===== src/rtl/dsadc_pkg.sv =====
package dsadc_pkg;

    // Phase code as driven on {phase_a, phase_b}
    typedef enum logic [1:0] {
        PH_IZERO = 2'b00,
        PH_AZERO = 2'b01,
        PH_INTEG = 2'b10,
        PH_DEINT = 2'b11
    } phase_e;

    typedef struct packed {
        logic neg;
        logic over;
    } res_flags_t;

    function automatic phase_e phase_after(phase_e cur);
        case (cur)
            PH_AZERO: return PH_INTEG;
            PH_INTEG: return PH_DEINT;
            PH_DEINT: return PH_IZERO;
            default:  return PH_AZERO;
        endcase
    endfunction

    function automatic int max4(int a, int b, int c, int d);
        int m;
        m = a;
        if (b > m) m = b;
        if (c > m) m = c;
        if (d > m) m = d;
        return m;
    endfunction

endpackage


===== src/rtl/dsadc_sync.sv =====
module dsadc_sync #(
    parameter int STAGES = 2
) (
    input  logic clk,
    input  logic rst,
    input  logic async_in,
    output logic level,
    output logic fell
);
    logic [STAGES-1:0] chain;
    logic              prev;

    generate
        for (genvar s = 0; s < STAGES; s++) begin : g_stage
            if (s == 0) begin : g_first
                always_ff @(posedge clk) begin
                    if (rst) chain[0] <= 1'b0;
                    else     chain[0] <= async_in;
                end
            end else begin : g_rest
                always_ff @(posedge clk) begin
                    if (rst) chain[s] <= 1'b0;
                    else     chain[s] <= chain[s-1];
                end
            end
        end
    endgenerate

    always_ff @(posedge clk) begin
        if (rst) prev <= 1'b0;
        else     prev <= chain[STAGES-1];
    end

    assign level = chain[STAGES-1];
    assign fell  = prev & ~chain[STAGES-1];
endmodule


===== src/rtl/dsadc_phase_ctrl.sv =====
module dsadc_phase_ctrl
    import dsadc_pkg::*;
#(
    parameter int AZ_CYCLES   = 123093,
    parameter int INT_CYCLES  = 123093,
    parameter int IZ_CYCLES   = 1843,
    parameter int DEINT_LIMIT = 262143,
    parameter int CNT_W       = 18
) (
    input  logic             clk,
    input  logic             rst,
    input  logic             fell,
    output phase_e           phase,
    output logic [CNT_W-1:0] count,
    output logic             int_last,
    output logic             deint_end,
    output logic             timed_out
);
    localparam logic [CNT_W-1:0] AZ_LAST  = CNT_W'(AZ_CYCLES - 1);
    localparam logic [CNT_W-1:0] INT_LAST = CNT_W'(INT_CYCLES - 1);
    localparam logic [CNT_W-1:0] IZ_LAST  = CNT_W'(IZ_CYCLES - 1);
    localparam logic [CNT_W-1:0] LIM      = CNT_W'(DEINT_LIMIT);

    logic at_limit;
    logic leave;

    always_comb begin
        at_limit  = (count == LIM);
        int_last  = (phase == PH_INTEG) && (count == INT_LAST);
        deint_end = (phase == PH_DEINT) && (fell || at_limit);
        timed_out = deint_end && !fell;
        case (phase)
            PH_AZERO: leave = (count == AZ_LAST);
            PH_INTEG: leave = int_last;
            PH_DEINT: leave = deint_end;
            default:  leave = (count == IZ_LAST);
        endcase
    end

    always_ff @(posedge clk) begin
        if (rst) begin
            phase <= PH_AZERO;
            count <= '0;
        end else if (leave) begin
            phase <= phase_after(phase);
            count <= '0;
        end else begin
            count <= count + 1'b1;
        end
    end
endmodule


===== src/rtl/dsadc_result.sv =====
module dsadc_result
    import dsadc_pkg::*;
#(
    parameter int CNT_W = 18
) (
    input  logic             clk,
    input  logic             rst,
    input  logic             int_last,
    input  logic             comp_level,
    input  logic             deint_end,
    input  logic             timed_out,
    input  logic [CNT_W-1:0] count,
    output logic             valid,
    output res_flags_t       flags,
    output logic [CNT_W-1:0] mag
);
    logic sign_hold;

    always_ff @(posedge clk) begin
        if (rst) begin
            sign_hold <= 1'b0;
            valid     <= 1'b0;
            flags     <= '0;
            mag       <= '0;
        end else begin
            if (int_last) sign_hold <= ~comp_level;
            valid <= deint_end;
            if (deint_end) begin
                mag        <= count;
                flags.neg  <= sign_hold;
                flags.over <= timed_out;
            end
        end
    end
endmodule


===== src/rtl/dsadc_seq.sv =====
module dsadc_seq
    import dsadc_pkg::*;
#(
    parameter int  AZ_CYCLES   = 123093,
    parameter int  INT_CYCLES  = 123093,
    parameter int  IZ_CYCLES   = 1843,
    parameter int  DEINT_LIMIT = 262143,
    localparam int CNT_MAX     = max4(AZ_CYCLES - 1, INT_CYCLES - 1, IZ_CYCLES - 1, DEINT_LIMIT),
    localparam int CNT_W       = $clog2(CNT_MAX + 1)
) (
    input  logic             clk,
    input  logic             rst,
    input  logic             comp_in,
    output logic             phase_a,
    output logic             phase_b,
    output logic             result_valid,
    output logic             result_neg,
    output logic [CNT_W-1:0] result_mag,
    output logic             over_range
);
    logic             comp_level;
    logic             comp_fell;
    phase_e           phase;
    logic [CNT_W-1:0] count;
    logic             int_last;
    logic             deint_end;
    logic             timed_out;
    res_flags_t       flags;

    dsadc_sync #(.STAGES(2)) u_sync (
        .clk      (clk),
        .rst      (rst),
        .async_in (comp_in),
        .level    (comp_level),
        .fell     (comp_fell)
    );

    dsadc_phase_ctrl #(
        .AZ_CYCLES   (AZ_CYCLES),
        .INT_CYCLES  (INT_CYCLES),
        .IZ_CYCLES   (IZ_CYCLES),
        .DEINT_LIMIT (DEINT_LIMIT),
        .CNT_W       (CNT_W)
    ) u_ctrl (
        .clk       (clk),
        .rst       (rst),
        .fell      (comp_fell),
        .phase     (phase),
        .count     (count),
        .int_last  (int_last),
        .deint_end (deint_end),
        .timed_out (timed_out)
    );

    dsadc_result #(.CNT_W(CNT_W)) u_res (
        .clk        (clk),
        .rst        (rst),
        .int_last   (int_last),
        .comp_level (comp_level),
        .deint_end  (deint_end),
        .timed_out  (timed_out),
        .count      (count),
        .valid      (result_valid),
        .flags      (flags),
        .mag        (result_mag)
    );

    assign phase_a    = phase[1];
    assign phase_b    = phase[0];
    assign result_neg = flags.neg;
    assign over_range = flags.over;
endmodule


===== config.mk =====
export PLATFORM = sky130hd
export DESIGN_NAME = dsadc_seq
export DESIGN_NICKNAME = d
export VERILOG_FILES = /design/src/rtl/dsadc_pkg.sv /design/src/rtl/dsadc_sync.sv /design/src/rtl/dsadc_phase_ctrl.sv /design/src/rtl/dsadc_result.sv /design/src/rtl/dsadc_seq.sv
export SDC_FILE = /design/constraint.sdc
export NUM_CORES = 1
export LEC_CHECK = 0
export BUFFER_PORTS_ARGS = -buffer_cell sky130_fd_sc_hd__buf_2
export CELL_PAD_IN_SITES_DETAIL_PLACEMENT = 1
export CELL_PAD_IN_SITES_GLOBAL_PLACEMENT = 2
export CORE_MARGIN = 1.5
export CORE_UTILIZATION = 25
export CTS_BUF_LIST = sky130_fd_sc_hd__clkbuf_16
export DETAILED_ROUTE_END_ITERATION = 7
export GPL_TIMING_DRIVEN = 1
export PLACE_DENSITY_LB_ADDON = 0.1
export SYNTH_ARGS = -nofsm -noshare
export SYNTH_HDL_FRONTEND = slang
export SYNTH_HIERARCHICAL = 1
export SYNTH_SLANG_ARGS = --single-unit

===== constraint.sdc =====
create_clock -name clk -period 5.5 [get_ports clk]
set_input_delay 1.1 -clock clk [delete_from_list [all_inputs] [get_ports clk]]
set_output_delay 1.1 -clock clk [all_outputs]
set_load 0.05 [all_outputs]

==> impl_metrics.xml, run 1 <==
<?xml version="1.0" encoding="UTF-8"?>
<metrics>
  <group name="cts">
    <metric name="htree_levels" unit="">2</metric>
    <metric name="clk_pin_slew" unit="ps">60</metric>
    <metric name="cts.path.max_buffers" unit="">2</metric>
    <metric name="worst_skew_pair.late_latency" unit="ps">280</metric>
    <metric name="cts-buffers-inserted" unit="">5</metric>
    <metric name="cts.root.buffer_cell" unit="">sky130_fd_sc_hd__clkbuf_16</metric>
    <metric name="cts_tree" unit="">yes</metric>
    <metric name="cts_repair_resizes" unit="">0</metric>
    <metric name="cts_hold_buffers" unit="">0</metric>
    <metric name="numClockSinks" unit="">45</metric>
    <metric name="post_cts_setup_buffers" unit="">0</metric>
  </group>
  <group name="logic_synthesis">
    <metric name="ys_async_sr_fraction" unit="%">0</metric>
    <metric name="yosysSeqAreaShare" unit="%">45.0</metric>
    <metric name="synth_area_leader_cell" unit="">sky130_fd_sc_hd__dfxtp_1</metric>
    <metric name="yosys-top-cells-area" unit="">sky130_fd_sc_hd__dfxtp_1 (45%), sky130_fd_sc_hd__mux2i_1 (10%), sky130_fd_sc_hd__nor2_1 (6.2%)</metric>
    <metric name="synthesis.area" unit="um^2">2000</metric>
    <metric name="synth_enable_flop_cells" unit="">0</metric>
    <metric name="synth_area_per_cell" unit="um^2">9.95</metric>
    <metric name="synth_most_common_cell" unit="">sky130_fd_sc_hd__dfxtp_1</metric>
    <metric name="post_synth_inst_count" unit="">201</metric>
    <metric name="synthesis.nets" unit="">211</metric>
    <metric name="synthDistinctLibCells" unit="">34</metric>
    <metric name="ys_dominant_reg_cell" unit="">sky130_fd_sc_hd__dfxtp_1</metric>
    <metric name="synth.top_cell.area_share" unit="%">45.0</metric>
    <metric name="ys.warnings.count" unit="">6</metric>
    <metric name="yosys-top-cells-count" unit="">sky130_fd_sc_hd__dfxtp_1 (45), sky130_fd_sc_hd__nor2_1 (33), sky130_fd_sc_hd__mux2i_1 (20)</metric>
    <metric name="yosys_register_bits" unit="">45</metric>
  </group>
  <group name="detailed_routing">
    <metric name="via_count" unit="">1452</metric>
    <metric name="detailed_router_iteration_count_before_antenna_repair" unit="">4</metric>
    <metric name="route.detailed.drc" unit="">0</metric>
    <metric name="via_per_inst" unit="">4.40</metric>
    <metric name="met3RoutedLength" unit="um">150</metric>
    <metric name="routed_wirelength" unit="um">4660</metric>
    <metric name="route.detailed.wl_per_inst" unit="um">14.1</metric>
    <metric name="drt.antenna.violating_nets" unit="">0</metric>
    <metric name="drt-met1-wl" unit="um">2450</metric>
    <metric name="drt_first_iter_violations" unit="">71</metric>
    <metric name="wl_met2" unit="um">2040</metric>
    <metric name="highest_layer" unit="">met4</metric>
  </group>
  <group name="pwr">
    <metric name="power.internal" unit="uW">497</metric>
    <metric name="p_switching" unit="uW">127</metric>
    <metric name="cellPowerDensity" unit="nW/um^2">270</metric>
    <metric name="sw_frac_of_total" unit="%">20.4</metric>
    <metric name="share_clk_of_total_power" unit="%">44.1</metric>
    <metric name="proportion_of_power_drawn_by_flip_flops_and_latches" unit="%">53.2</metric>
    <metric name="static-leakage-power" unit="nW">0.886</metric>
    <metric name="combPwrFrac" unit="%">2.6</metric>
    <metric name="vdd_ir_drop_max" unit="mV">0.114</metric>
  </group>
  <group name="critical_path">
    <metric name="regToRegEndpoint" unit="">u_res/mag[5]$_SDFFE_PP0P_</metric>
    <metric name="critPathRequiredTime" unit="ps">5650</metric>
    <metric name="critPathArrivalTime" unit="ps">3130</metric>
    <metric name="cp_launch_point" unit="">u_ctrl/count[0]$_SDFF_PP0_</metric>
    <metric name="ff2ff_path_depth" unit="">8</metric>
    <metric name="crit_fanout" unit="">11</metric>
    <metric name="timing.critical_path.from_type" unit="">register</metric>
    <metric name="setup.reg_to_reg.worst_slack" unit="ps">2530</metric>
    <metric name="worstSetupEndpoint" unit="">u_res/mag[5]$_SDFFE_PP0P_</metric>
    <metric name="worst_r2r_startpoint" unit="">u_ctrl/count[0]$_SDFF_PP0_</metric>
    <metric name="timing.critical_path.to_type" unit="">register</metric>
    <metric name="critical_path_start_end_classification" unit="">reg2reg</metric>
  </group>
  <group name="min_path">
    <metric name="min_delay_path_depth" unit="">1</metric>
    <metric name="hp_class" unit="">reg2reg</metric>
  </group>
  <group name="finish">
    <metric name="postLayoutCellArea" unit="um^2">2310</metric>
    <metric name="n_antenna_cell" unit="">0</metric>
    <metric name="ratio_of_cells_with_drive_above_1_in_the_final_layout" unit="%">22.4</metric>
    <metric name="finish.net_count" unit="">238</metric>
    <metric name="final_cell_count_no_fill" unit="">330</metric>
    <metric name="area_delta_synth_final" unit="%">15.6</metric>
  </group>
  <group name="global_routing">
    <metric name="antenna_violations_before_repair" unit="">0</metric>
    <metric name="grt_pass1_vias" unit="">1444</metric>
    <metric name="track_usage" unit="%">11.5</metric>
    <metric name="maximum_number_of_pins_on_one_net_before_global_route_repair" unit="">29</metric>
    <metric name="total_gr_overflow" unit="">0</metric>
    <metric name="grt_pass1_wl" unit="um">7620</metric>
  </group>
  <group name="timing">
    <metric name="setup_repair_after_global_routing_missed_its_margin" unit="">false</metric>
    <metric name="hold_viol" unit="">0</metric>
    <metric name="finalClockSkew" unit="ps">5.65</metric>
    <metric name="setup_viol" unit="">0</metric>
    <metric name="tightestPinTransition" unit="ps">741</metric>
    <metric name="fmax" unit="GHz">0.336</metric>
    <metric name="finalMaxSlewViolations" unit="">0</metric>
    <metric name="post-route-min-period" unit="ps">2970</metric>
    <metric name="max-slew-margin-rel" unit="%">50.2</metric>
    <metric name="timing.final.crit_share" unit="%">54.1</metric>
    <metric name="setup_ws" unit="ps">2530</metric>
    <metric name="setup_total_negative_slack" unit="ps">0</metric>
  </group>
  <group name="placed_design">
    <metric name="finalWeightedCongestion" unit="">0.740</metric>
    <metric name="place.detailed.instances" unit="">323</metric>
    <metric name="port_buffers" unit="">25</metric>
    <metric name="hpwlAfterDp" unit="um">3360</metric>
    <metric name="placedInstanceArea" unit="um^2">2180</metric>
    <metric name="detailedPlace.worstSlack" unit="ps">2490</metric>
  </group>
  <group name="floorplanning">
    <metric name="dieArea" unit="um^2">8550</metric>
    <metric name="dieHeight" unit="um">92.5</metric>
    <metric name="coreArea" unit="um^2">7730</metric>
    <metric name="io_pins" unit="">26</metric>
    <metric name="fp.dieW" unit="um">92.5</metric>
    <metric name="floorplan.initialDensity" unit="%">25.9</metric>
    <metric name="floorplan.rows" unit="">32</metric>
  </group>
  <group name="job">
    <metric name="maxCapViolCount" unit="">0</metric>
  </group>
  <group name="run_status">
    <metric name="run_status" unit="">completed</metric>
  </group>
</metrics>
## sequential cells by signal, summed over array words and instances, names as in the netlist
register	flops
u_res/flags	2
u_ctrl/phase	2
u_sync/chain	1
u_sync/prev	1
u_res/mag	18
u_res/valid	1
u_ctrl/count	18
u_sync/level	1
u_res/sign_hold	1
## worst min path at each step
stage	startpoint	to
6_report	u_sync/chain[0]$_SDFF_PP0_	u_sync/level$_SDFF_PP0_
5_1_grt	u_sync/chain[0]$_SDFF_PP0_	u_sync/level$_SDFF_PP0_
4_1_cts	u_sync/chain[0]$_SDFF_PP0_	u_sync/level$_SDFF_PP0_
3_5_place_dp	u_sync/chain[0]$_SDFF_PP0_	u_sync/level$_SDFF_PP0_
3_3_place_gp	u_sync/chain[0]$_SDFF_PP0_	u_sync/level$_SDFF_PP0_
2_1_floorplan	u_sync/chain[0]$_SDFF_PP0_	u_sync/level$_SDFF_PP0_
## critical path, cell delays in order, from the launching register on
cell and delay (ps):
sky130_fd_sc_hd__dfxtp_1 440, sky130_fd_sc_hd__ha_1 230, sky130_fd_sc_hd__nand3_1 240, sky130_fd_sc_hd__nor4_1 700
sky130_fd_sc_hd__nand2b_1 150, sky130_fd_sc_hd__nand2_1 460, sky130_fd_sc_hd__buf_4 340, sky130_fd_sc_hd__mux2i_1 220
sky130_fd_sc_hd__nor2_1 50
## power by group through the flow
stage	registers (mW)	clock network, mW	logic [mW]
6_report	0.332	0.276	0.0163
5_1_grt	0.333	0.302	0.0186
4_1_cts	0.332	0.290	0.0171
3_5_place_dp	0.340	0	0.0171
3_3_place_gp	0.340	0	0.0167
2_1_floorplan	0.338	0	0.0127
## metal layers
metal / global-route usage, % / vias to the layer above
met3: 2.96 / 2
met4: 3.08 / 0
met5: 0 / -
met1: 16.0 / 695
met2: 17.6 / 21
li1: - / 734
## cells in the final DEF (no fill, tap or decap), types with 2 or more instances in the layout
cell,Yosys,layout
sky130_fd_sc_hd__a211oi_1,2,2
sky130_fd_sc_hd__xnor2_1,8,8
sky130_fd_sc_hd__nor2_2,10,10
sky130_fd_sc_hd__buf_2,1,25
sky130_fd_sc_hd__nand3_1,10,10
sky130_fd_sc_hd__a21oi_1,2,2
sky130_fd_sc_hd__nor2b_1,4,4
sky130_fd_sc_hd__nand2_1,10,10
sky130_fd_sc_hd__nor2_1,33,33
sky130_fd_sc_hd__dfxtp_1,45,45
sky130_fd_sc_hd__nor3_1,4,4
sky130_fd_sc_hd__mux2i_1,20,20
sky130_fd_sc_hd__inv_1,6,7
sky130_fd_sc_hd__clkbuf_16,0,5
sky130_fd_sc_hd__nor4_1,5,5
sky130_fd_sc_hd__xor2_1,8,8
sky130_fd_sc_hd__nand4_1,4,4
sky130_fd_sc_hd__and3_2,4,4
sky130_fd_sc_hd__ha_1,7,7
## area by class of cell
class / instances / area, um^2
clock inverters: 2 / 7.51
well taps: 102 / 128
fillers: 899 / 5410
flip-flops and latches: 45 / 901
repair buffers: 26 / 133
multi-input cells: 144 / 997
inverters: 6 / 22.5
clock buffers: 5 / 125
## per-stage QoR
stage	hold WS [ps]	power, mW	utilization, %
after global routing	465	0.653	29.9
after global placement	420	0.356	28.2
after CTS	449	0.640	29.9
after floorplan	414	0.351	-
after detailed placement	435	0.357	28.2
final	439	0.624	29.9
## cells by family (layout without fill, tap and decap cells)
group | count (synthesis) | count (layout) | share of synthesized area (%)
compound gates | 8 | 8 | 4.00
simple gates | 93 | 93 | 24.5
fa+ha+maj | 7 | 7 | 4.38
mux | 20 | 20 | 10.0
xor+xnor | 16 | 16 | 7.00
flops | 45 | 45 | 45.0
buf+inv | 12 | 39 | 5.13
Note: power is estimated with default switching activity, not from simulation.
==> run 2: changes to the inputs <==
==> constraint.sdc (replaced) <==
create_clock -name clk -period 2.8 [get_ports clk]
set_input_delay 0.56 -clock clk [delete_from_list [all_inputs] [get_ports clk]]
set_output_delay 0.56 -clock clk [all_outputs]
set_load 0.05 [all_outputs]
==> run 2 against run 1 <==
Effect of this change: critical path depth down 1; sequential power rose by 97%; sequential share of layout area is 0.25 points lower; clock skew is 0.68 ps lower; highest routed layer unchanged; largest cell class unchanged; flip-flop and latch count did not move; cell count increased by 0.61%; global-route usage grew 1.1 points; die area stayed put; combinational power increased by 94%; largest power group unchanged; cell area rose by 0.65%; fmax is 27% higher.
==> impl_metrics.xml, run 2 (synthesized netlist as in run 1, its figures left out) <==
<?xml version="1.0" encoding="UTF-8"?>
<metrics>
  <group name="finish">
    <metric name="ratio_of_cells_with_drive_above_1_in_the_final_layout" unit="%">23.0</metric>
    <metric name="final_cell_mix" unit="">sky130_fd_sc_hd__dfxtp_1 (45), sky130_fd_sc_hd__nor2_1 (33), sky130_fd_sc_hd__buf_2 (25)</metric>
    <metric name="postLayoutCoreUtil" unit="%">30.1</metric>
    <metric name="final_cell_count_no_fill" unit="">332</metric>
    <metric name="area_delta_synth_final" unit="%">16.4</metric>
    <metric name="finish.net_count" unit="">240</metric>
    <metric name="final_common_cell" unit="">sky130_fd_sc_hd__dfxtp_1</metric>
    <metric name="n_antenna_cell" unit="">0</metric>
    <metric name="layout_top_registers" unit="">u_ctrl/count: 18 flops, u_res/mag: 18 flops</metric>
  </group>
  <group name="timing">
    <metric name="setup_repair_after_global_routing_missed_its_margin" unit="">false</metric>
    <metric name="setup_viol" unit="">0</metric>
    <metric name="hold_viol" unit="">0</metric>
    <metric name="fmax" unit="GHz">0.427</metric>
    <metric name="timing.final.crit_share" unit="%">83.6</metric>
    <metric name="finalClockSkew" unit="ps">4.97</metric>
    <metric name="post-route-min-period" unit="ps">2340</metric>
    <metric name="tightestPinTransition" unit="ps">561</metric>
    <metric name="finalMaxSlewViolations" unit="">0</metric>
    <metric name="final.hold.worst_slack" unit="ps">442</metric>
    <metric name="max-slew-margin-rel" unit="%">62.3</metric>
    <metric name="setup_total_negative_slack" unit="ps">0</metric>
  </group>
  <group name="critical_path">
    <metric name="critPathRequiredTime" unit="ps">3020</metric>
    <metric name="worst_r2r_startpoint" unit="">u_ctrl/count[0]$_SDFF_PP0_</metric>
    <metric name="worst_path_max_delay_cell" unit="">sky130_fd_sc_hd__or4b_1</metric>
    <metric name="cp_launch_point" unit="">u_ctrl/count[0]$_SDFF_PP0_</metric>
    <metric name="path_buf_inv" unit="">1</metric>
    <metric name="timing.critical_path.cells" unit="">inv_1 &gt; ha_1 &gt; or4b_1 &gt; or3_4 &gt; o32a_4 &gt; nand2_4 &gt; a2bb2oi_2</metric>
    <metric name="regToRegEndpoint" unit="">u_ctrl/phase[0]$_SDFFE_PP1P_</metric>
    <metric name="critPathArrivalTime" unit="ps">2560</metric>
    <metric name="cell_family_with_the_largest_share_of_critical_path_delay" unit="">simple AND/OR/NAND/NOR gates</metric>
    <metric name="max_stage_delay" unit="ps">440</metric>
    <metric name="setup.reg_to_reg.worst_slack" unit="ps">460</metric>
    <metric name="critical_path_start_end_classification" unit="">reg2reg</metric>
    <metric name="crit_fanout" unit="">18</metric>
    <metric name="worstSetupPathDepth" unit="">7</metric>
    <metric name="worstSetupEndpoint" unit="">u_ctrl/phase[0]$_SDFFE_PP1P_</metric>
    <metric name="ff2ff_path_depth" unit="">7</metric>
    <metric name="timing.critical_path.from_type" unit="">register</metric>
    <metric name="timing.critical_path.to_type" unit="">register</metric>
  </group>
  <group name="detailed_routing">
    <metric name="via_per_inst" unit="">4.40</metric>
    <metric name="routed_wirelength" unit="um">4760</metric>
    <metric name="drt-met1-wl" unit="um">2460</metric>
    <metric name="met3RoutedLength" unit="um">175</metric>
    <metric name="highest_layer" unit="">met4</metric>
    <metric name="drt.antenna.violating_nets" unit="">0</metric>
    <metric name="route.detailed.drc" unit="">0</metric>
    <metric name="drt_first_iter_violations" unit="">37</metric>
    <metric name="via_count" unit="">1462</metric>
    <metric name="detailed_router_iteration_count_before_antenna_repair" unit="">4</metric>
    <metric name="wl_met2" unit="um">2040</metric>
    <metric name="route.detailed.wl_per_inst" unit="um">14.3</metric>
  </group>
  <group name="pwr">
    <metric name="cellPowerDensity" unit="nW/um^2">531</metric>
    <metric name="p_switching" unit="uW">260</metric>
    <metric name="static-leakage-power" unit="nW">0.897</metric>
    <metric name="share_clk_of_total_power" unit="%">44.6</metric>
    <metric name="combPwrFrac" unit="%">2.6</metric>
    <metric name="sw_frac_of_total" unit="%">21.0</metric>
    <metric name="power.internal" unit="uW">976</metric>
    <metric name="vdd_ir_drop_max" unit="mV">0.182</metric>
    <metric name="power" unit="mW">1.24</metric>
    <metric name="proportion_of_power_drawn_by_flip_flops_and_latches" unit="%">52.8</metric>
  </group>
  <group name="floorplanning">
    <metric name="io_pins" unit="">26</metric>
    <metric name="floorplan.rows" unit="">32</metric>
    <metric name="fp.dieW" unit="um">92.5</metric>
    <metric name="dieArea" unit="um^2">8550</metric>
    <metric name="floorplan.initialDensity" unit="%">25.9</metric>
    <metric name="coreArea" unit="um^2">7730</metric>
    <metric name="dieHeight" unit="um">92.5</metric>
  </group>
  <group name="cts">
    <metric name="cts_repair_resizes" unit="">0</metric>
    <metric name="cts.path.max_buffers" unit="">2</metric>
    <metric name="worst_skew_pair.late_latency" unit="ps">280</metric>
    <metric name="cts_tree" unit="">yes</metric>
    <metric name="clk_pin_slew" unit="ps">60</metric>
    <metric name="cts-buffers-inserted" unit="">5</metric>
    <metric name="cts_hold_buffers" unit="">0</metric>
    <metric name="htree_levels" unit="">2</metric>
    <metric name="cts.root.buffer_cell" unit="">sky130_fd_sc_hd__clkbuf_16</metric>
    <metric name="post_cts_setup_buffers" unit="">0</metric>
    <metric name="numClockSinks" unit="">45</metric>
  </group>
  <group name="global_routing">
    <metric name="total_gr_overflow" unit="">0</metric>
    <metric name="maximum_number_of_pins_on_one_net_before_global_route_repair" unit="">29</metric>
    <metric name="antenna_violations_before_repair" unit="">0</metric>
    <metric name="grt_pass1_vias" unit="">1536</metric>
    <metric name="track_usage" unit="%">12.6</metric>
    <metric name="grt_pass1_wl" unit="um">8240</metric>
  </group>
  <group name="placed_design">
    <metric name="hpwlAfterDp" unit="um">3390</metric>
    <metric name="finalWeightedCongestion" unit="">0.695</metric>
    <metric name="port_buffers" unit="">25</metric>
    <metric name="place.detailed.instances" unit="">325</metric>
  </group>
  <group name="min_path">
    <metric name="hp_class" unit="">reg2reg</metric>
    <metric name="worst_hold_startpoint" unit="">u_sync/chain[0]$_SDFF_PP0_</metric>
  </group>
  <group name="job">
    <metric name="maxCapViolCount" unit="">0</metric>
  </group>
  <group name="run_status">
    <metric name="run_status" unit="">completed</metric>
  </group>
</metrics>
## run 2: cell types whose count changed in the layout (fill, tap and decap cells not counted)
| cell | before | now |
|---|---|---|
| sky130_fd_sc_hd__buf_4 | 1 | 3 |
## run 2: power groups by stage
stage	Sequential [mW]	Clock [mW]	Combinational, mW
floorplan	0.665	0	0.0249
global placement	0.667	0	0.0321
detailed placement	0.667	0	0.0327
CTS	0.653	0.588	0.0329
global route	0.654	0.609	0.0364
finish	0.653	0.551	0.0317
## run 2: stage by stage
step                setup WS [ps]  area, um^2
global route                  204        2330
CTS                           448        2330
detailed placement            464        2200
global placement              474        2200
floorplan                     649        2000
finish                        460        2330
## run 2: worst min-delay path by stage
stage	endpoint	depth (start not counted)
after floorplan	u_sync/level$_SDFF_PP0_	1
after global placement	u_sync/level$_SDFF_PP0_	1
after detailed placement	u_sync/level$_SDFF_PP0_	1
after CTS	u_sync/level$_SDFF_PP0_	1
after global routing	u_sync/level$_SDFF_PP0_	1
final	u_sync/level$_SDFF_PP0_	1
## run 2: routing by layer
metal  up-vias  global-route usage (%)
met2        23                    18.9
li1        744                       -
met5         -                       0
met4         0                    5.00
met3         7                    3.12
met1       688                    17.3
## run 2: area by class of cell
cell class,instances,area [um^2]
tap,102,128
inverter,6,22.5
multi-input combinational,144,997
clock buffer,5,125
timing repair buffer,28,148
sequential,45,901
clock inverter,2,7.51
fill,903,5400
